[src/rtl/secdbg_pkg.sv]
package secdbg_pkg;
  typedef enum logic [2:0] {
    OC_NONE    = 3'd0,
    OC_DONE    = 3'd1,
    OC_UNDEF   = 3'd2,
    OC_TRAP_L2 = 3'd3,
    OC_HYP     = 3'd4,
    OC_TRAP_L3 = 3'd5
  } outcome_e;

  localparam logic [3:0] ENC_COPROC = 4'hF;
  localparam logic [2:0] ENC_OPC1   = 3'h0;
  localparam logic [3:0] ENC_CRN    = 4'h1;
  localparam logic [3:0] ENC_CRM    = 4'h1;
  localparam logic [2:0] ENC_OPC2   = 3'h1;

  localparam int INV_BIT  = 0;
  localparam int NINV_BIT = 1;
  localparam int LIVE_W   = 2;

  localparam logic [1:0] LVL0 = 2'd0;
  localparam logic [1:0] LVL1 = 2'd1;
  localparam logic [1:0] LVL2 = 2'd2;
  localparam logic [1:0] LVL3 = 2'd3;
endpackage

[src/rtl/secdbg_enc_match.sv]
module secdbg_enc_match
  import secdbg_pkg::*;
(
  input  logic       valid,
  input  logic [3:0] coproc,
  input  logic [2:0] opc1,
  input  logic [3:0] crn,
  input  logic [3:0] crm,
  input  logic [2:0] opc2,
  output logic       hit
);
  function automatic logic enc_equal(logic [3:0] cp, logic [2:0] o1,
                                     logic [3:0] n, logic [3:0] m, logic [2:0] o2);
    return (cp == ENC_COPROC) && (o1 == ENC_OPC1) && (n == ENC_CRN) &&
           (m == ENC_CRM) && (o2 == ENC_OPC2);
  endfunction

  assign hit = valid && enc_equal(coproc, opc1, crn, crm, opc2);
endmodule

[src/rtl/secdbg_access_chk.sv]
module secdbg_access_chk
  import secdbg_pkg::*;
#(
  parameter int SYND_W = 6,
  parameter logic [SYND_W-1:0] TRAP_SYND = 6'h03
) (
  input  logic              hit,
  input  logic              is_write,
  input  logic [1:0]        lvl,
  input  logic              secure,
  input  logic              present,
  input  logic              has_l3,
  input  logic              l2_en,
  input  logic              l2_is64,
  input  logic              l3_is64,
  input  logic              l2_cp_trap,
  input  logic              l2_tde,
  input  logic              l2_tda,
  input  logic              l3_tda,
  input  logic              wr_block,
  output outcome_e          result,
  output logic [1:0]        trap_lvl,
  output logic [SYND_W-1:0] syndrome
);
  // Level 1 priority chain, first match wins.
  function automatic outcome_e lvl1_chain(logic sec, logic e2, logic w64_2,
                                          logic cpt, logic tde, logic tda2,
                                          logic h3, logic w64_3, logic tda3);
    if (e2 && w64_2 && cpt)              return OC_TRAP_L2;
    else if (e2 && !w64_2 && cpt)        return OC_HYP;
    else if (!sec)                       return OC_UNDEF;
    else if (e2 && w64_2 && (tde || tda2)) return OC_TRAP_L2;
    else if (h3 && w64_3 && tda3)        return OC_TRAP_L3;
    else                                 return OC_DONE;
  endfunction

  function automatic logic [1:0] target_of(outcome_e oc);
    case (oc)
      OC_TRAP_L2, OC_HYP: return LVL2;
      OC_TRAP_L3:         return LVL3;
      default:            return LVL0;
    endcase
  endfunction

  always_comb begin
    result = OC_NONE;
    if (hit) begin
      if (!present) begin
        result = OC_UNDEF;
      end else begin
        case (lvl)
          LVL1: result = lvl1_chain(secure, l2_en, l2_is64, l2_cp_trap, l2_tde,
                                    l2_tda, has_l3, l3_is64, l3_tda);
          LVL3: result = (is_write && wr_block) ? OC_UNDEF : OC_DONE;
          default: result = OC_UNDEF;
        endcase
      end
    end
  end

  assign trap_lvl = target_of(result);
  assign syndrome = (trap_lvl != LVL0) ? TRAP_SYND : '0;
endmodule

[src/rtl/secdbg_bits_store.sv]
module secdbg_bits_store
  import secdbg_pkg::*;
(
  input  logic              clk,
  input  logic              rst_n,
  input  logic              commit,
  input  logic [LIVE_W-1:0] wbits,
  output logic [LIVE_W-1:0] bits
);
  always_ff @(posedge clk or negedge rst_n) begin
    if (!rst_n)      bits <= '0;
    else if (commit) bits <= wbits;
  end
endmodule

[src/rtl/secdbg_perm.sv]
module secdbg_perm
  import secdbg_pkg::*;
(
  input  logic [LIVE_W-1:0] bits,
  input  logic              present,
  input  logic              sec_l1_is64,
  output logic              inv_en,
  output logic              ninv_en
);
  logic gate_open;
  assign gate_open = present && !sec_l1_is64;
  assign inv_en    = gate_open && bits[INV_BIT];
  assign ninv_en   = gate_open && bits[NINV_BIT];
endmodule

[src/rtl/secdbg_enable_reg.sv]
module secdbg_enable_reg
  import secdbg_pkg::*;
#(
  parameter int DATA_W = 32,
  parameter int SYND_W = 6,
  parameter logic [SYND_W-1:0] TRAP_SYND = 6'h03
) (
  input  logic              clk,
  input  logic              rst_n,
  input  logic              acc_valid,
  input  logic              acc_write,
  input  logic [3:0]        enc_coproc,
  input  logic [2:0]        enc_opc1,
  input  logic [3:0]        enc_crn,
  input  logic [3:0]        enc_crm,
  input  logic [2:0]        enc_opc2,
  input  logic [DATA_W-1:0] wdata,
  input  logic [1:0]        cur_lvl,
  input  logic              secure,
  input  logic              has_l3,
  input  logic              l3_aa32_ok,
  input  logic              l1_aa32_ok,
  input  logic              has_sec_l1,
  input  logic              l2_en,
  input  logic              l2_is64,
  input  logic              l3_is64,
  input  logic              sec_l1_is64,
  input  logic              l2_cp_trap,
  input  logic              l2_tde,
  input  logic              l2_tda,
  input  logic              l3_tda,
  input  logic              sec_wr_block,
  output logic [DATA_W-1:0] rdata,
  output logic [2:0]        outcome,
  output logic [1:0]        trap_lvl,
  output logic [SYND_W-1:0] syndrome,
  output logic              inv_en,
  output logic              ninv_en
);
  logic              enc_hit;
  logic              reg_present;
  outcome_e          chk_result;
  logic              wr_commit;
  logic              rd_complete;
  logic [LIVE_W-1:0] stored_bits;
  logic              unused_wdata_hi;

  assign reg_present = (has_l3 && l3_aa32_ok) || (l1_aa32_ok && has_sec_l1);

  secdbg_enc_match u_match (
    .valid (acc_valid), .coproc(enc_coproc), .opc1(enc_opc1),
    .crn   (enc_crn),   .crm   (enc_crm),    .opc2(enc_opc2),
    .hit   (enc_hit)
  );

  secdbg_access_chk #(.SYND_W(SYND_W), .TRAP_SYND(TRAP_SYND)) u_chk (
    .hit       (enc_hit),    .is_write(acc_write), .lvl     (cur_lvl),
    .secure    (secure),     .present (reg_present), .has_l3(has_l3),
    .l2_en     (l2_en),      .l2_is64 (l2_is64),   .l3_is64 (l3_is64),
    .l2_cp_trap(l2_cp_trap), .l2_tde  (l2_tde),    .l2_tda  (l2_tda),
    .l3_tda    (l3_tda),     .wr_block(sec_wr_block),
    .result    (chk_result), .trap_lvl(trap_lvl),  .syndrome(syndrome)
  );

  assign wr_commit   = (chk_result == OC_DONE) && acc_write;
  assign rd_complete = (chk_result == OC_DONE) && !acc_write;

  secdbg_bits_store u_store (
    .clk(clk), .rst_n(rst_n), .commit(wr_commit),
    .wbits(wdata[LIVE_W-1:0]), .bits(stored_bits)
  );

  secdbg_perm u_perm (
    .bits(stored_bits), .present(reg_present), .sec_l1_is64(sec_l1_is64),
    .inv_en(inv_en), .ninv_en(ninv_en)
  );

  always_comb begin
    rdata = '0;
    if (rd_complete) rdata[LIVE_W-1:0] = stored_bits;
  end

  assign outcome = chk_result;
  assign unused_wdata_hi = ^wdata[DATA_W-1:LIVE_W];
endmodule

[config.mk]
export PLATFORM = sky130hd
export DESIGN_NAME = secdbg_enable_reg
export DESIGN_NICKNAME = d
export VERILOG_FILES = /design/src/rtl/secdbg_pkg.sv /design/src/rtl/secdbg_enc_match.sv /design/src/rtl/secdbg_access_chk.sv /design/src/rtl/secdbg_bits_store.sv /design/src/rtl/secdbg_perm.sv /design/src/rtl/secdbg_enable_reg.sv
export SDC_FILE = /design/constraint.sdc
export NUM_CORES = 1
export LEC_CHECK = 0
export BUFFER_PORTS_ARGS = -buffer_cell sky130_fd_sc_hd__clkbuf_2
export CORE_MARGIN = 10
export CORE_UTILIZATION = 30
export DETAILED_ROUTE_END_ITERATION = 10
export GPL_ROUTABILITY_DRIVEN = 1
export HOLD_SLACK_MARGIN = 0.08
export PLACE_DENSITY = 0.82
export SLEW_MARGIN = 25
export SYNTH_ARGS = -nofsm -noshare
export SYNTH_HDL_FRONTEND = slang
export SYNTH_SLANG_ARGS = --single-unit
[constraint.sdc]
create_clock -name clk -period 2.55 [get_ports clk]
set_input_delay 0.51 -clock clk [delete_from_list [all_inputs] [get_ports clk]]
set_output_delay 0.51 -clock clk [all_outputs]
set_load 0.02 [all_outputs]
---- After elaboration in Yosys (flattened, before gate mapping) ----
Cells that the tools add are included.
cells by class
  eq/ne operators ......................... 10
  reductions and logical operators ........ 28
  mux-type cells .......................... 12
operator list
  cell                  count
  $mux W3               7
  $logic_and A1 B1 Y1   20
  $eq A4 B1 Y1 const B  2
  $eq A3 B1 Y1 const B  2
  $eq A3 B3 Y1 const B  2
  $mux W2               3
  $pmux W3 S2           1
  $eq A4 B4 Y1 const B  1
  $pmux W2 S2           1
  $eq A3 B2 Y1 const B  1
  $logic_not A1 Y1      3
  $logic_not A3 Y1      1
  $eq A2 B1 Y1 const B  1
  $eq A2 B2 Y1 const B  1
  $logic_or A1 B1 Y1    2
  $reduce_bool A2 Y1    1
  $reduce_or A2 Y1      1
storage, ports and cells
  word-level logic and storage cells ...... 51
  register bits after elaboration ......... 2
  output and inout port bits .............. 45

---- Longest topological paths before layout ----
  word-level depth ........................ 15
  depth in mapped cells ................... 6
  gate-level depth less buffers ........... 5

---- Cells and area by module ----
A second synthesis with hierarchy kept.
unflattened totals
  cells, all modules ...................... 78
  area, all modules ....................... 648.1 um^2
modules (own cells, without submodules)
  module             instances  area each (um^2)  seq. area each (um^2)  cells each
  secdbg_enable_reg  1          277.8             0.0                    36
  secdbg_access_chk  1          220.2             0.0                    28
  secdbg_bits_store  1          72.6              50.0                   4
  secdbg_enc_match   1          60.1              0.0                    8
  secdbg_perm        1          17.5              0.0                    2

---- Worst setup path before layout ----
Ideal clock, no wire load.
  path type ............................... input to output
  from .................................... in l2_tda
  to ...................................... out syndrome[1]
  data arrival time ....................... 1.891 ns
  data required time ...................... 2.040 ns
  slack ................................... 0.149 ns
  stages .................................. 6
  path buffers ............................ 1
  path through ............................ o311a_1 nor3_4 nand3b_1 o21a_1 nor2_1 buf_4
on the way
  word-level cells in the longest chain between the ends .. 14
RTL lines
  what                                                 RTL line                 text
  start, declared                                      secdbg_enable_reg.sv:30  input logic l2_tda,
  $logic_or A1 B1 Y1 *                                 secdbg_access_chk.sv:32  else if (e2 && w64_2 && (tde || tda2)) return OC_TRAP_L2;
  $logic_and A1 B1 Y1 *                                secdbg_access_chk.sv:32
  $mux W3 *                                            secdbg_access_chk.sv:32
  $mux W3 *                                            secdbg_access_chk.sv:31  else if (!sec) return OC_UNDEF;
  $mux W3 *                                            secdbg_access_chk.sv:30  else if (e2 && !w64_2 && cpt) return OC_HYP;
  $mux W3 *                                            secdbg_access_chk.sv:29  if (e2 && w64_2 && cpt) return OC_TRAP_L2;
  $pmux W3 S2 *                                        secdbg_access_chk.sv:51  case (lvl)
  $mux W3 *                                            secdbg_access_chk.sv:48  if (!present) begin
  $mux W3 *                                            secdbg_access_chk.sv:47  if (hit) begin
  $eq A3 B2 Y1 / $eq A3 B3 Y1 (equally long branches)  secdbg_access_chk.sv:38  case (oc)
  $reduce_or A2 Y1                                     secdbg_access_chk.sv:38
  $pmux W2 S2 *                                        secdbg_access_chk.sv:38
  $reduce_bool A2 Y1 *                                 secdbg_access_chk.sv:62  assign syndrome = (trap_lvl != LVL0) ? TRAP_SYND : '0;
  $mux W2 *                                            secdbg_access_chk.sv:62
  end, declared                                        secdbg_enable_reg.sv:36  output logic [SYND_W-1:0] syndrome,
Every way passes the cells marked *; elsewhere a longest branch is shown, timed or not.

---- Final worst setup path ----
  from .................................... in l2_tda
  to ...................................... out rdata[1]
on the way
  word-level cells in the longest chain between the ends .. 12
RTL lines
  what                 RTL line                 text
  $logic_or A1 B1 Y1   secdbg_access_chk.sv:32
  $logic_and A1 B1 Y1  secdbg_access_chk.sv:32
  $mux W3              secdbg_access_chk.sv:32
  $mux W3              secdbg_access_chk.sv:31
  $mux W3              secdbg_access_chk.sv:30
  $mux W3              secdbg_access_chk.sv:29
  $pmux W3 S2          secdbg_access_chk.sv:51
  $mux W3              secdbg_access_chk.sv:48
  $mux W3              secdbg_access_chk.sv:47
  $eq A3 B1 Y1         secdbg_enable_reg.sv:66  assign rd_complete = (chk_result == OC_DONE) && !acc_write;
  $logic_and A1 B1 Y1  secdbg_enable_reg.sv:66
  $mux W2              secdbg_enable_reg.sv:80  if (rd_complete) rdata[LIVE_W-1:0] = stored_bits;
  end, declared        secdbg_enable_reg.sv:33  output logic [DATA_W-1:0] rdata,
No other way between the ends.

==> results.txt <==
----------------------------------------------------
[CTS]
  Worst-Skew Late Latency ... 220 ps
  Number of buffers inserted during clock tree synthesis ... 3
  Sinks on Clock Net ... 2
  Cell chosen for the clock root ... clkbuf_4
  Post-CTS repair timing setup buffer count ... 0
  Clock Path Buffers ... 2
  CTS tree ... done
  H-tree Lvls ... 1
  Clock input transition at the sequential cells of the worst setup and hold paths ... 30 ps

[STA]
  Maximum frequency from static timing analysis ... around 420 MHz
  Setup repair after global routing missed its margin ... no
  Final Worst Setup Slack ... 158 ps
  Clock tree skew after final layout ... 0 ps
  Final period util ... 93.8%
  Setup Viol. Count Final ... 0
  Slew Limit Fails ... 0
  Time the worst path needs with I/O delays and setup ... roughly 2400 ps
  Total Neg Setup Slack ... 0 ps
  Number of hold violations in the final report ... 0

[Run]
  Count of maximum capacitance violations ... 0

[Synthesis]
  Count of distinct cell types in the synthesized netlist ... 30
  Main synth FF type ... dfrtp_1
  Number of cells produced by synthesis ... 78
  Number of enable flip-flop cells after synthesis ... 0
  Post-synthesis sequential element count ... 2
  Warnings, synthesis ... 0
  Synth async-reset ratio ... 100%
  Sequential cell area fraction in the yosys report ... between 7 and 8%
  Netlist Area Pre-Place ... 692 um^2
  Synthesized area divided by synthesized cell count ... about 8.9 um^2

[GRT]
  GRT met1 Usage ... 7.10%
  Largest net degree at the start of global routing ... 7
  Initial antenna violation count ... 0
  Total congestion overflow ... 0
  Most crowded layer after global routing ... met2
  Total routing usage reported by global routing ... 7.49%
  Met2 routing resource usage after global routing ... around 14%
  Met3 Track Usage GR ... under 10%
  Number of global-route vias before repair ... 623
  First-pass GRT wire length ... 2730 um

[Power and ir drop]
  Power Density ... 248 nW/um^2
  Cell leakage power ... 0.493 nW
  Proportion of power drawn by the clock network ... between 30 and 40%
  Switching power share of the total ... approximately 44%
  Internal power consumption ... 0.121 mW
  Relative contribution of combinational cells to total power ... 52.9%
  Net switching component of the power ... 0.0965 mW
  Flop pwr share ... 14.7%
  Maximum vdd ir drop ... between 0.2 and 0.25 mV

[Setup path]
  Family with the most delay on the worst path ... simple AND/OR/NAND/NOR gates
  Stages on worst setup path ... 7
  Cells on worst reg2reg path ... 1
  Worst-path cell chain ... clkbuf_2 > o311a_1 > nor3_4 > a21oi_2 > nor4_2 > and2_1 > clkbuf_2
  Count of buffer and inverter cells on the critical path ... 2
  Req. time, crit path ... 2040 ps
  Crit path arrival time ... between 1500 and 2000 ps
  CP Max Fanout ... 3
  CP Class ... in -> out
  Most Frequent Cell on Critical Path ... clkbuf_2
  Highest cell delay on the worst timing path ... approximately 370 ps
  Category of the worst setup path launch point ... primary input
  Slowest-stage cell, CP ... o311a_1
  Critical path capture point type ... primary output

[Floorplan]
  Width of the die ... ~68 um
  Core outline area ... 2210 um^2
  Row count ... 17
  Die Outline Area ... 4630 um^2
  Floorplan die height ... 68.0 um
  Initial Util ... 31.3%
  Number of ports placed on the die boundary ... 115

[Final layout]
  Share of post-route cells with drive strength above 1 ... 52.3%
  Layout Cell Area excl Fill ... 877 um^2
  Most frequent standard cell in the layout excluding fill and tap cells ... clkbuf_2
  Largest registers ... u_store.bits (2)
  Flip-flop count of the largest register, all copies and words added ... 2
  Antenna cells ... 0
  Most used cells in the layout excluding fill and tap cells ... clkbuf_2, conb_1, nor2_1
  Area overhead of the layout relative to synthesis ... 26.8%
  Final Net Count ... 202
  Count of fill cells added during filler insertion ... roughly 240
  Largest reg by FF count ... u_store.bits

[Run status]
  Run status ... completed

[Hold path]
  Hold-critical path depth ... 2
  Type of the worst min-delay path ... in -> reg

[Route]
  1st-pass router iterations ... 2
  Mean number of vias per cell ... 3.91
  Wirelength, routed ... 2040 um
  Iteration-0 DRC count of the detailed router ... 17
  Vias after detailed routing ... 617
  Antenna Nets Post-Route ... 0
  DRC Markers ... 0
  Wire length per cell after detailed routing ... 12.9 um

[Placed design]
  Area after detailed placement ... 838 um^2
  Final weighted congestion in routability-driven placement ... 0.745
  Dpl hpwl ... 1960 um
  Worst slack, placed ... between 60 and 70 ps
  I/O Buffers ... 50

----------------------------------------------------
-- layer usage --
metal | routed length, um | vias up
met5 | 0 | -
met4 | 27 | 0
met3 | 326 | 4
met2 | 1130 | 39
met1 | 554 | 269
li1 | - | 305
-- power groups by stage --
| stage | Clock, mW | Sequential [mW] | Combinational, mW |
|---|---|---|---|
| after floorplan | 0 | 0.0323 | 0.112 |
| after global placement | 0 | 0.0323 | 0.109 |
| after detailed placement | 0 | 0.0323 | 0.111 |
| after CTS | 0.0751 | 0.0320 | 0.113 |
| after global routing | 0.0747 | 0.0320 | 0.125 |
| final | 0.0705 | 0.0320 | 0.115 |
-- final timing paths --
path,from,slack (ps),end
worst max-delay path,l2_tda,160,rdata[1]
worst min-delay path,wdata[0],510,u_store.bits[0]
worst max register to register,u_store.bits[1],1770,u_store.bits[1]
worst min register to register,u_store.bits[0],510,u_store.bits[0]
max in group asynchronous,rst_n,1850,u_store.bits[1]
min in group asynchronous,rst_n,600,u_store.bits[0]
-- logic make-up (layout without fill, tap and decap cells) --
logic type	count (synthesis)	in the layout	share of synthesized area [%]
AND/OR/NAND/NOR	28	28	37.1
flip-flops	2	2	7.23
multiplexers	2	2	3.25
buffers and inverters	36	55	39.1
other	1	34	0.542
AO/OA/AOI/OAI	9	9	12.8
-- area by class of cell --
cell class                 count  area [um^2]  share of cell area [%]
sequential                     2         50.0                    5.71
multi-input combinational     73          502                    57.2
tap                           28         35.0                    3.99
timing repair buffer          52          268                    30.5
clock buffer                   3         22.5                    2.57
-- timing repair --
| item | CTS | global route |
|---|---|---|
| gates resized for setup | 0 | 1 |
| hold buffers | 1 | 0 |
| setup endpoints to repair | 0 | 2 |
| hold endpoints to repair | 2 | 0 |
-- synth_stat cells (2+ instances only) --
cell type | instances | share of area [%]
buf_4 | 36 | 39
nor2_1 | 5 | 2.7
and2_1 | 4 | 3.6
dfrtp_1 | 2 | 7.2
mux2_1 | 2 | 3.3
nand2_1 | 2 | 1.1
nand2b_1 | 2 | 1.8
nor4_4 | 2 | 6.1
o21a_2 | 2 | 2.5
-- through the flow --
stage | power [mW] | cells | utilization (%) | hold slack [ps]
floorplan | 0.145 | 111 | - | 214
global placement | 0.141 | 154 | 37.9 | 298
detailed placement | 0.143 | 154 | 37.9 | 299
CTS | 0.220 | 158 | 39.4 | 495
global route | 0.232 | 158 | 39.6 | 529
finish | 0.218 | 158 | 39.6 | 508
(Power assumes the default switching activity.)
